<file path="src/rtl/sbd_pkg.sv">
package sbd_pkg;
  localparam int SEL_W   = 4;
  localparam int CH_BASE = 8;

  typedef enum logic [SEL_W-1:0] {
    RS_CURSEG = 4'd0,
    RS_CURCNT = 4'd1,
    RS_NXTSEG = 4'd2,
    RS_NXTCNT = 4'd3,
    RS_BYTES  = 4'd4,
    RS_CTRL   = 4'd5
  } reg_sel_e;
endpackage

</file>
<file path="src/rtl/sbd_chan_bank.sv">
module sbd_chan_bank
  import sbd_pkg::*;
#(
  parameter int OFF_W = 12,
  parameter int CH_W  = 2
) (
  input  logic                clk,
  input  logic                rst_n,
  input  logic                cfg_we,
  input  logic [SEL_W-1:0]    cfg_sel,
  input  logic [OFF_W+2:0]    cfg_wdata,
  input  logic [CH_W-1:0]     ld_idx,
  input  logic [CH_W-1:0]     cur_idx,
  output logic [OFF_W-1:0]    ld_off,
  output logic [OFF_W-1:0]    ld_len,
  output logic                cur_form,
  output logic                cur_autoform
);
  localparam int NCHAN   = 1 << CH_W;
  localparam int FORM_B  = OFF_W + 1;
  localparam int AFORM_B = OFF_W + 2;

  logic [OFF_W-1:0] off_a  [NCHAN];
  logic [OFF_W-1:0] len_a  [NCHAN];
  logic             form_a [NCHAN];
  logic             afrm_a [NCHAN];

  for (genvar g = 0; g < NCHAN; g++) begin : g_ch
    logic [OFF_W-1:0] off_r, len_r;
    logic             form_r, afrm_r;
    always_ff @(posedge clk) begin
      if (!rst_n) begin
        off_r  <= '0;
        len_r  <= '0;
        form_r <= 1'b0;
        afrm_r <= 1'b0;
      end else if (cfg_we) begin
        if (cfg_sel == SEL_W'(CH_BASE + 2*g)) begin
          off_r  <= cfg_wdata[OFF_W-1:0];
          form_r <= cfg_wdata[FORM_B];
          afrm_r <= cfg_wdata[AFORM_B];
        end
        if (cfg_sel == SEL_W'(CH_BASE + 2*g + 1))
          len_r <= cfg_wdata[OFF_W-1:0];
      end
    end
    assign off_a[g]  = off_r;
    assign len_a[g]  = len_r;
    assign form_a[g] = form_r;
    assign afrm_a[g] = afrm_r;
  end

  assign ld_off       = off_a[ld_idx];
  assign ld_len       = len_a[ld_idx];
  assign cur_form     = form_a[cur_idx];
  assign cur_autoform = afrm_a[cur_idx];
endmodule

</file>
<file path="src/rtl/sbd_walker.sv">
module sbd_walker
  import sbd_pkg::*;
#(
  parameter int SEG_W  = 13,
  parameter int OFF_W  = 12,
  parameter int BCNT_W = 16,
  parameter int SCNT_W = 8,
  parameter int CH_W   = 2,
  parameter int DATA_W = 16
) (
  input  logic               clk,
  input  logic               rst_n,
  input  logic               cfg_we,
  input  logic [SEL_W-1:0]   cfg_sel,
  input  logic [DATA_W-1:0]  cfg_wdata,
  input  logic               addr_ready,
  input  logic [OFF_W-1:0]   ld_off,
  input  logic [OFF_W-1:0]   ld_len,
  output logic [CH_W-1:0]    ld_idx,
  output logic               addr_valid,
  output logic [SEG_W-1:0]   cur_seg,
  output logic [CH_W-1:0]    cur_chan,
  output logic [OFF_W-1:0]   cur_off,
  output logic [BCNT_W-1:0]  byte_left,
  output logic [SCNT_W-1:0]  seg_left,
  output logic               irq
);
  logic [CH_W-1:0]   last_ch, nxt_last_ch;
  logic [SEG_W-1:0]  nxt_seg;
  logic [SCNT_W-1:0] nxt_cnt;
  logic [OFF_W-1:0]  ch_left;
  logic              reload_arm;
  logic              fire, ch_end, seg_end, cseg_wr;

  assign addr_valid = !cfg_we && (byte_left != '0) && (seg_left != '0);
  assign fire       = addr_valid && addr_ready;
  assign ch_end     = (ch_left <= OFF_W'(1));
  assign seg_end    = ch_end && (cur_chan == last_ch);
  assign cseg_wr    = cfg_we && (cfg_sel == RS_CURSEG);
  assign ld_idx     = (cseg_wr || seg_end) ? '0 : cur_chan + CH_W'(1);

  always_ff @(posedge clk) begin
    if (!rst_n) begin
      cur_seg     <= '0;
      cur_chan    <= '0;
      cur_off     <= '0;
      ch_left     <= '0;
      byte_left   <= '0;
      seg_left    <= '0;
      last_ch     <= '0;
      nxt_seg     <= '0;
      nxt_last_ch <= '0;
      nxt_cnt     <= '0;
      reload_arm  <= 1'b0;
      irq         <= 1'b0;
    end else if (cfg_we) begin
      case (cfg_sel)
        RS_CURSEG: begin
          cur_seg  <= cfg_wdata[SEG_W-1:0];
          last_ch  <= cfg_wdata[SEG_W+CH_W-1:SEG_W];
          cur_chan <= '0;
          cur_off  <= ld_off;
          ch_left  <= ld_len;
        end
        RS_CURCNT: seg_left <= cfg_wdata[SCNT_W-1:0];
        RS_NXTSEG: begin
          nxt_seg     <= cfg_wdata[SEG_W-1:0];
          nxt_last_ch <= cfg_wdata[SEG_W+CH_W-1:SEG_W];
        end
        RS_NXTCNT: nxt_cnt <= cfg_wdata[SCNT_W-1:0];
        RS_BYTES: begin
          byte_left <= cfg_wdata[BCNT_W-1:0];
          irq       <= 1'b0;
        end
        RS_CTRL: begin
          reload_arm <= cfg_wdata[0];
          if (cfg_wdata[1]) irq <= 1'b0;
        end
        default: ;
      endcase
    end else if (fire) begin
      byte_left <= byte_left - BCNT_W'(1);
      if (byte_left == BCNT_W'(1)) irq <= 1'b1;
      if (!ch_end) begin
        cur_off <= cur_off + OFF_W'(1);
        ch_left <= ch_left - OFF_W'(1);
      end else begin
        cur_off <= ld_off;
        ch_left <= ld_len;
        if (!seg_end) begin
          cur_chan <= cur_chan + CH_W'(1);
        end else begin
          cur_chan <= '0;
          if (seg_left != SCNT_W'(1)) begin
            seg_left <= seg_left - SCNT_W'(1);
            cur_seg  <= cur_seg + SEG_W'(1);
          end else if (reload_arm) begin
            cur_seg    <= nxt_seg;
            last_ch    <= nxt_last_ch;
            seg_left   <= nxt_cnt;
            reload_arm <= 1'b0;
          end else begin
            seg_left <= '0;
          end
        end
      end
    end
  end
endmodule

</file>
<file path="src/rtl/sbd_scatter_seq.sv">
module sbd_scatter_seq
  import sbd_pkg::*;
#(
  parameter int SEG_W     = 13,
  parameter int OFF_W     = 12,
  parameter int BCNT_W    = 16,
  parameter int SCNT_W    = 8,
  parameter int CH_W      = 2,
  parameter int DATA_W    = 16,
  parameter int SEG_BYTES = 2352,
  parameter int ADDR_W    = SEG_W + $clog2(SEG_BYTES)
) (
  input  logic               clk,
  input  logic               rst_n,
  input  logic               cfg_we,
  input  logic [SEL_W-1:0]   cfg_sel,
  input  logic [DATA_W-1:0]  cfg_wdata,
  output logic               addr_valid,
  input  logic               addr_ready,
  output logic [ADDR_W-1:0]  buf_addr,
  output logic               chan_form,
  output logic               chan_autoform,
  output logic [SEG_W-1:0]   cur_seg,
  output logic [CH_W-1:0]    cur_chan,
  output logic [OFF_W-1:0]   cur_off,
  output logic [BCNT_W-1:0]  byte_left,
  output logic [SCNT_W-1:0]  seg_left,
  output logic               irq
);
  logic [CH_W-1:0]  ld_idx;
  logic [OFF_W-1:0] ld_off, ld_len;

  sbd_chan_bank #(.OFF_W(OFF_W), .CH_W(CH_W)) u_bank (
    .clk, .rst_n, .cfg_we, .cfg_sel,
    .cfg_wdata    (cfg_wdata[OFF_W+2:0]),
    .ld_idx, .cur_idx(cur_chan),
    .ld_off, .ld_len,
    .cur_form     (chan_form),
    .cur_autoform (chan_autoform)
  );

  sbd_walker #(
    .SEG_W(SEG_W), .OFF_W(OFF_W), .BCNT_W(BCNT_W),
    .SCNT_W(SCNT_W), .CH_W(CH_W), .DATA_W(DATA_W)
  ) u_walk (
    .clk, .rst_n, .cfg_we, .cfg_sel, .cfg_wdata, .addr_ready,
    .ld_off, .ld_len, .ld_idx, .addr_valid,
    .cur_seg, .cur_chan, .cur_off, .byte_left, .seg_left, .irq
  );

  assign buf_addr = ADDR_W'(cur_seg) * ADDR_W'(SEG_BYTES) + ADDR_W'(cur_off);
endmodule

</file>
<file path="config.mk">
export PLATFORM = sky130hd
export DESIGN_NAME = sbd_scatter_seq
export DESIGN_NICKNAME = d
export VERILOG_FILES = /design/src/rtl/sbd_pkg.sv /design/src/rtl/sbd_chan_bank.sv /design/src/rtl/sbd_walker.sv /design/src/rtl/sbd_scatter_seq.sv
export SDC_FILE = /design/constraint.sdc
export NUM_CORES = 1
export LEC_CHECK = 0
export CAP_MARGIN = 0
export CORE_ASPECT_RATIO = 0.8
export CORE_UTILIZATION = 40
export CTS_CLUSTER_SIZE = 25
export DETAILED_ROUTE_END_ITERATION = 8
export HOLD_SLACK_MARGIN = 0.03
export RECOVER_POWER = 25
export SETUP_SLACK_MARGIN = 0.1
export SLEW_MARGIN = 20
export SYNTH_ARGS = -nofsm -noshare
export SYNTH_HDL_FRONTEND = slang
export SYNTH_SLANG_ARGS = --single-unit
</file>
<file path="constraint.sdc">
create_clock -name clk -period 9.55 [get_ports clk]
set_input_delay 1.91 -clock clk [delete_from_list [all_inputs] [get_ports clk]]
set_output_delay 1.91 -clock clk [all_outputs]
set_load 0.02 [all_outputs]
</file>
Word-level counts from Yosys, hierarchy flattened
Cells that the tools add are included.
{ "word_totals": {"wordCells": 159, "latch_bits": 0, "mem_count": 0, "mem_bits_rw": 0, "romBits": 0, "out_inout_bits": 80, "input_bits": 24, "register_bits": 194} }
{ "op_classes": {"div_mod_pow": 0, "n_eq_ne": 23, "muxes": 61, "order_cmp": 3, "shift": 0, "bitwise_logic": 2, "n_addsub": 7, "mul": 1, "reduce_logical": 34} }
{ "ops": {"columns": ["op", "n"], "rows": [
  ["2-to-1 mux 12 bit", 12],
  ["2-to-1 mux 13 bit", 7],
  ["2-to-1 mux 8 bit", 7],
  ["binary-select mux 12 bit (select 2 bit)", 2],
  ["2-to-1 mux 16 bit", 3],
  ["equality test 4 bit (second input constant)", 8],
  ["2-to-1 mux 2 bit", 13],
  ["adder 25 x 12 -> 25 bit", 1],
  ["AND reduction 2 bit", 12],
  ["multiplier 13 x 8 -> 21 bit (second input constant)", 1],
  ["equality test 16 x 1 -> 1 bit (second input constant)", 1],
  ["nonzero test 16 bit", 1],
  ["subtractor 16 x 1 -> 16 bit (second input constant)", 1],
  ["2-to-1 mux 1 bit", 14],
  ["adder 13 x 1 -> 13 bit (second input constant)", 1],
  ["adder 12 x 1 -> 12 bit (second input constant)", 1],
  ["less-or-equal comparator 12 x 1 -> 1 bit (second input constant)", 1],
  ["subtractor 12 x 1 -> 12 bit (second input constant)", 1],
  ["AND reduction 5 bit", 2],
  ["nonzero test 2 bit", 5],
  ["equality test 4 x 2 -> 1 bit (second input constant)", 2],
  ["equality test 4 x 3 -> 1 bit (second input constant)", 2],
  ["inequality test 2 x 1 -> 1 bit (second input constant)", 4],
  ["inequality test 8 x 1 -> 1 bit (second input constant)", 1],
  ["other kinds (20)", 28]
]} }

Depth between registers and ports, before layout
{ "logic_depth": {"depth_word": 11, "mapped_depth": 18, "ltp_nobuf": 18} }

Cells and area by module
A second synthesis with hierarchy kept.
{ "hier_totals": {"cells_unflattened": 1408, "hier_area_um2": 12396.9} }
{ "by_module_without_submodules": {"columns": ["mod", "instances", "seq_area_each_um2", "cells_per_inst", "area_each_um2"], "rows": [
  ["sbd_walker", 1, 1801.7, 692, 5288.8],
  ["sbd_chan_bank", 1, 2082.0, 394, 4401.7],
  ["sbd_scatter_seq", 1, 0.0, 322, 2706.3]
]} }

Worst setup path after synthesis
Ideal clock, no wire load.
{ "synth_timing": {"path_type": "flip-flop to output port", "startpoint": "register u_walk.cur_seg[6]", "endpoint": "output buf_addr[21]", "slack_ns": 3.198, "path_stages_with_launch": 14, "path_buffers": 0, "required_time_ns": 7.640, "t_arrival_ns": 4.442, "path_cell_list": "dfxtp_1 -> ha_1 -> fa_1 -> inv_1 -> fa_1 -> inv_1 -> ha_1 -> a21o_1 -> or2_2 -> o2111a_1 -> nor3_1 -> nand4_1 -> a221o_1 -> nor4b_2"} }
{ "synth_between": {"elab_chain_len": 2} }
{ "synth_rtl": {"columns": ["item", "line", "source"], "rows": [
  ["from (decl)", "sbd_walker.sv:21", "output logic [SEG_W-1:0] cur_seg,"],
  ["from (signal assigned)", "sbd_walker.sv:59", "cur_seg <= cfg_wdata[SEG_W-1:0];"],
  ["from (signal assigned)", "sbd_walker.sv:96", "cur_seg <= cur_seg + SEG_W'(1);"],
  ["from (signal assigned)", "sbd_walker.sv:98", "cur_seg <= nxt_seg;"],
  ["multiplier 13 x 8 -> 21 bit", "sbd_scatter_seq.sv:51", "assign buf_addr = ADDR_W'(cur_seg) * ADDR_W'(SEG_BYTES) + ADDR_W'(cur_off);"],
  ["adder 25 x 12 -> 25 bit", "sbd_scatter_seq.sv:51", null],
  ["to (decl)", "sbd_scatter_seq.sv:20", "output logic [ADDR_W-1:0] buf_addr,"]
]} }
No other way between the ends.

Worst setup path in the final report
{ "layout_timing": {"startpoint": "input cfg_we", "endpoint": "register u_walk.byte_left[6]"} }
{ "layout_between": {"elab_chain_len": 6, "elab_cells_between_ends": 8, "classes_between": "1 x eq/ne; 1 x mux; 6 x reduce/logical"} }
{ "layout_rtl": {"columns": ["item", "line", "source"], "rows": [
  ["from (decl)", "sbd_scatter_seq.sv:15", "input logic cfg_we,"],
  ["zero test 1 bit", "sbd_walker.sv:35", "assign addr_valid = !cfg_we && (byte_left != '0) && (seg_left != '0);"],
  ["logical AND 1 bit (2 in a row)", "sbd_walker.sv:35", null],
  ["logical AND 1 bit", "sbd_walker.sv:36", "assign fire = addr_valid && addr_ready;"],
  ["nonzero test 2 bit (no line)", null, null],
  ["AND reduction 2 bit (no line)", null, null],
  ["to (signal assigned)", "sbd_walker.sv:72", "byte_left <= cfg_wdata[BCNT_W-1:0];"],
  ["to (signal assigned)", "sbd_walker.sv:82", "byte_left <= byte_left - BCNT_W'(1);"],
  ["to (decl)", "sbd_walker.sv:24", "output logic [BCNT_W-1:0] byte_left,"]
]} }
Several ways; a longest one is shown, not always the timed one.
A chain may end at the register's enable or synchronous reset.

==> results.txt <==
----------------------------------------------------
[Power and ir drop]
  Net switching power ... between 2 and 2.5 mW
  Overall power of the completed layout ... between 4 and 5 mW
  Areal power density over the cells ... about 320 mW/mm2
  Sequential share of power ... 0.223
  Total leakage power ... between 5 and 6 nW
  Clock group share of total power ... 0.165
  Peak ir drop on the vdd network ... between 0.2 and 0.3 mV
  Part of the total power dissipated in combinational logic ... 0.612
  Internal cell power ... about 2.4 mW
  Switching power as a share of total power ... 0.4729

[STA]
  Slew of the pin with the lowest slew margin ... roughly 2900 ps
  Number of slew-limit violations in the final report ... 66
  Hold violation count in the final report ... 0
  Worst-case hold slack ... between 400 and 500 ps
  Fmax achieved ... ~0.13 GHz
  Number of endpoints failing setup at the final stage ... 0
  RSZ-0062 raised after global routing ... false
  Worst rel slew slack ... -0.9218
  Shortest period the worst path allows ... approximately 7700 ps
  Setup clock skew after layout ... about 15 ps
  PnR worst setup slack ... 1823 ps
  Final Cycle Share ... 0.8091
  Total Negative Setup Slacks ... 0 ps

[Layout]
  Final Net Count ... between 1,500 and 2,000
  Share of layout cells above drive strength 1 ... 0.06916
  Area of the multi-input gates ... between 0.007 and 0.008 mm2
  Layout overhead on the synthesized area ... 14.63%
  Area used by sequential logic in the layout ... between 0.003 and 0.004 mm2
  Filler cell count in the final layout ... approximately 2,900
  Diode insertion count for antenna repair ... 0

[Place]
  HPWL reported at the end of detailed placement ... around 24,000 um
  Worst setup slack after placement ... approximately 2600 ps
  Final Wtd Congestion ... ~0.85
  Total of buffers placed on input and output ports ... approximately 100

[Global route]
  Vias in the first global route ... 9,941
  Number of antenna violations at the first check in global routing ... 0
  Global-route wire length before repair ... 55,520 um
  Total GRT Usage ... 0.2275
  Pin count of the biggest net entering global routing ... 70
  GR Overflow Total ... 0

[Critical path]
  Kind of critical path ... input pin to flip-flop
  Maximum fanout along the worst path ... 65
  Kind of start point of the critical path ... input pin
  Crit end category ... flip-flop
  Signal arrival time at the worst endpoint ... slightly above 8000 ps
  Data required time at the worst endpoint ... 9870 ps

[CTS]
  Clock Sink Count ... slightly below 200
  Count of instances resized after the clock tree is built ... 0
  Post-CTS Setup Inserts ... 0
  Worst skew pair latency ... 450 ps
  Master cell of the clock root buffer ... clkbuf_16
  Worst-case clock buffer depth ... 2
  Clock buffer count from CTS ... 17
  Number of buffers inserted for hold repair after clock tree synthesis ... 0
  TritonCTS clock tree ... built
  Number of H-tree levels ... 4
  CTS clk-pin slew, worst paths ... about 80 ps

[Synth]
  Synth top area share ... 0.3211
  Synthesized Nets ... roughly 1,600
  Number of warning messages in the yosys log ... 0
  Unique cell type count in the Yosys netlist ... 74
  Dominant cell type by area after synthesis ... dfxtp_1
  Dominant cells by area after synthesis ... dfxtp_1, nand2_1, ha_1, a21oi_1, mux2i_1
  Number of standard cells after synthesis ... between 1,500 and 2,000
  Sequential fraction of the synthesis area ... 0.3211
  Top post-synthesis cells by count ... nand2_1, dfxtp_1, a21oi_1
  Most used DFF post-synth ... dfxtp_1
  Async set-reset flop share out of synthesis ... 0
  Area of the mapped netlist ... roughly 0.012 mm2
  Flip-flop and latch count after synthesis ... around 190
  Most frequent cell after synthesis ... nand2_1
  Synth Area per Inst ... slightly below 8 um2
  Post-synth EDFFs ... 0

[Status]
  Violated checks ... max-capacitance violations, max-slew violations
  Status ... finished with violations

[Route]
  DRC violations left ... 0
  First-iteration detailed-routing DRC count ... 982
  Routed len/inst ... around 18 um
  Overall routed net length ... roughly 35,000 um
  Number of nets still failing antenna checks after routing ... 0
  Via-per-instance ratio ... 5.498
  Via total after detailed routing ... between 10,000 and 15,000
  Pre-antenna DRT Iters ... 5

[Die]
  Die Y-Extent ... roughly 160 um
  Die area ... just over 0.03 mm2
  Placeable core region ... slightly below 0.03 mm2
  Boundary Pins ... 104
  Row Count ... 56
  Floorplan die width ... between 150 and 200 um
  Starting density of the core ... 0.4100

[Flow run]
  Max-cap violations ... 1

[Hold path]
  Hold WC Path Type ... flip-flop to flip-flop

----------------------------------------------------
## sequential cells by signal, summed over array words and instances (netlist names), 2 cells and up
| register | cells |
|---|---|
| u_bank.g_ch.afrm_r | 4 |
| u_bank.g_ch.form_r | 4 |
| u_bank.g_ch.len_r | 48 |
| u_bank.g_ch.off_r | 48 |
| u_walk.byte_left | 16 |
| u_walk.ch_left | 12 |
| u_walk.cur_chan | 2 |
| u_walk.cur_off | 12 |
| u_walk.cur_seg | 13 |
| u_walk.last_ch | 2 |
| u_walk.nxt_cnt | 8 |
| u_walk.nxt_last_ch | 2 |
| u_walk.nxt_seg | 13 |
| u_walk.seg_left | 8 |
## kinds of logic after synthesis
logic type	after synthesis	synth area share
AOI/OAI and AO/OA	415	0.2188
xor gates and xnor gates	41	0.02969
adders and majority gates	87	0.1006
buffers and inverters	172	0.06052
DFF	194	0.3211
muxes	76	0.06600
and+or+nand+nor	545	0.2033
## area by class of cell
class | instances | area share
multi-input cells | 1164 | 0.5402
flip-flops and latches | 194 | 0.2801
repair buffers | 119 | 0.08213
well taps | 406 | 0.03664
clock buffers | 19 | 0.03267
inverters | 67 | 0.01832
clock inverters | 13 | 0.009928
## critical path, cell delays in order
cell      delay [ps]
buf_2             80
clkbuf_1        2020
clkinv_1        1850
or3_1            760
or2_2            350
nand2_1          520
o21ai_0          190
a22oi_1          290
nor2_1            60
## metal layers
metal / global-route usage / part of all wire / vias to the layer above
li1: - / - / 5417
met1: 0.3336 / 0.50 / 5199
met2: 0.3543 / 0.44 / 259
met3: 0.03043 / 0.050 / 22
met4: 0.04427 / 0.0088 / 0
met5: 0 / 0 / -
## cell usage in the layout (no fill, tap or decap), types with 11 or more instances in the layout
cell	netlist	routed
and3_1	13	13
nand2_1	261	261
dfxtp_1	194	194
fa_1	17	17
o21ai_1	18	18
nor2b_1	22	22
a211oi_1	27	27
o21ai_0	72	72
xnor2_1	21	21
a21oi_1	172	171
o211ai_1	14	14
nand3_1	23	23
nor2_1	124	122
a22oi_1	11	11
inv_1	66	65
nand2b_1	14	14
a211oi_2	21	21
buf_4	7	12
mux2i_1	64	64
dlygate4sd3_1	0	49
nor3_1	23	23
xor2_1	20	20
ha_1	70	70
clkbuf_16	0	17
clkdlybuf4s50_1	0	53
## power groups by stage
| stage | logic [mW] | registers (mW) | clock network (mW) |
|---|---|---|---|
| after floorplan | 1.90 | 1.05 | 0 |
| after global placement | 2.72 | 1.01 | 0 |
| after detailed placement | 2.73 | 1.01 | 0 |
| after CTS | 2.75 | 0.996 | 0.747 |
| after global routing | 3.01 | 1.01 | 0.780 |
| final | 2.73 | 0.995 | 0.735 |
## final timing paths
check | endpoint | slack [ps] | depth (start not counted) | start
hold reg to reg | u_bank.g_ch[0].off_r[8] | 450 | 2 | u_bank.g_ch[0].off_r[8]
hold / removal | u_bank.g_ch[0].off_r[8] | 450 | 2 | u_bank.g_ch[0].off_r[8]
setup reg to reg | u_walk.cur_chan[1] | 6090 | 11 | u_walk.byte_left[0]
setup / recovery | u_walk.byte_left[6] | 1820 | 9 | cfg_we
## through the flow
| step | std cells | area (um2) | util |
|---|---|---|---|
| finish | 1982 | 13860 | 0.4700 |
| global route | 1982 | 13860 | 0.4700 |
| CTS | 1981 | 13860 | 0.4700 |
| detailed placement | 1949 | 13270 | 0.4499 |
| global placement | 1949 | 13270 | 0.4499 |
| floorplan | 1530 | 12090 | - |
(Power assumes the default switching activity.)
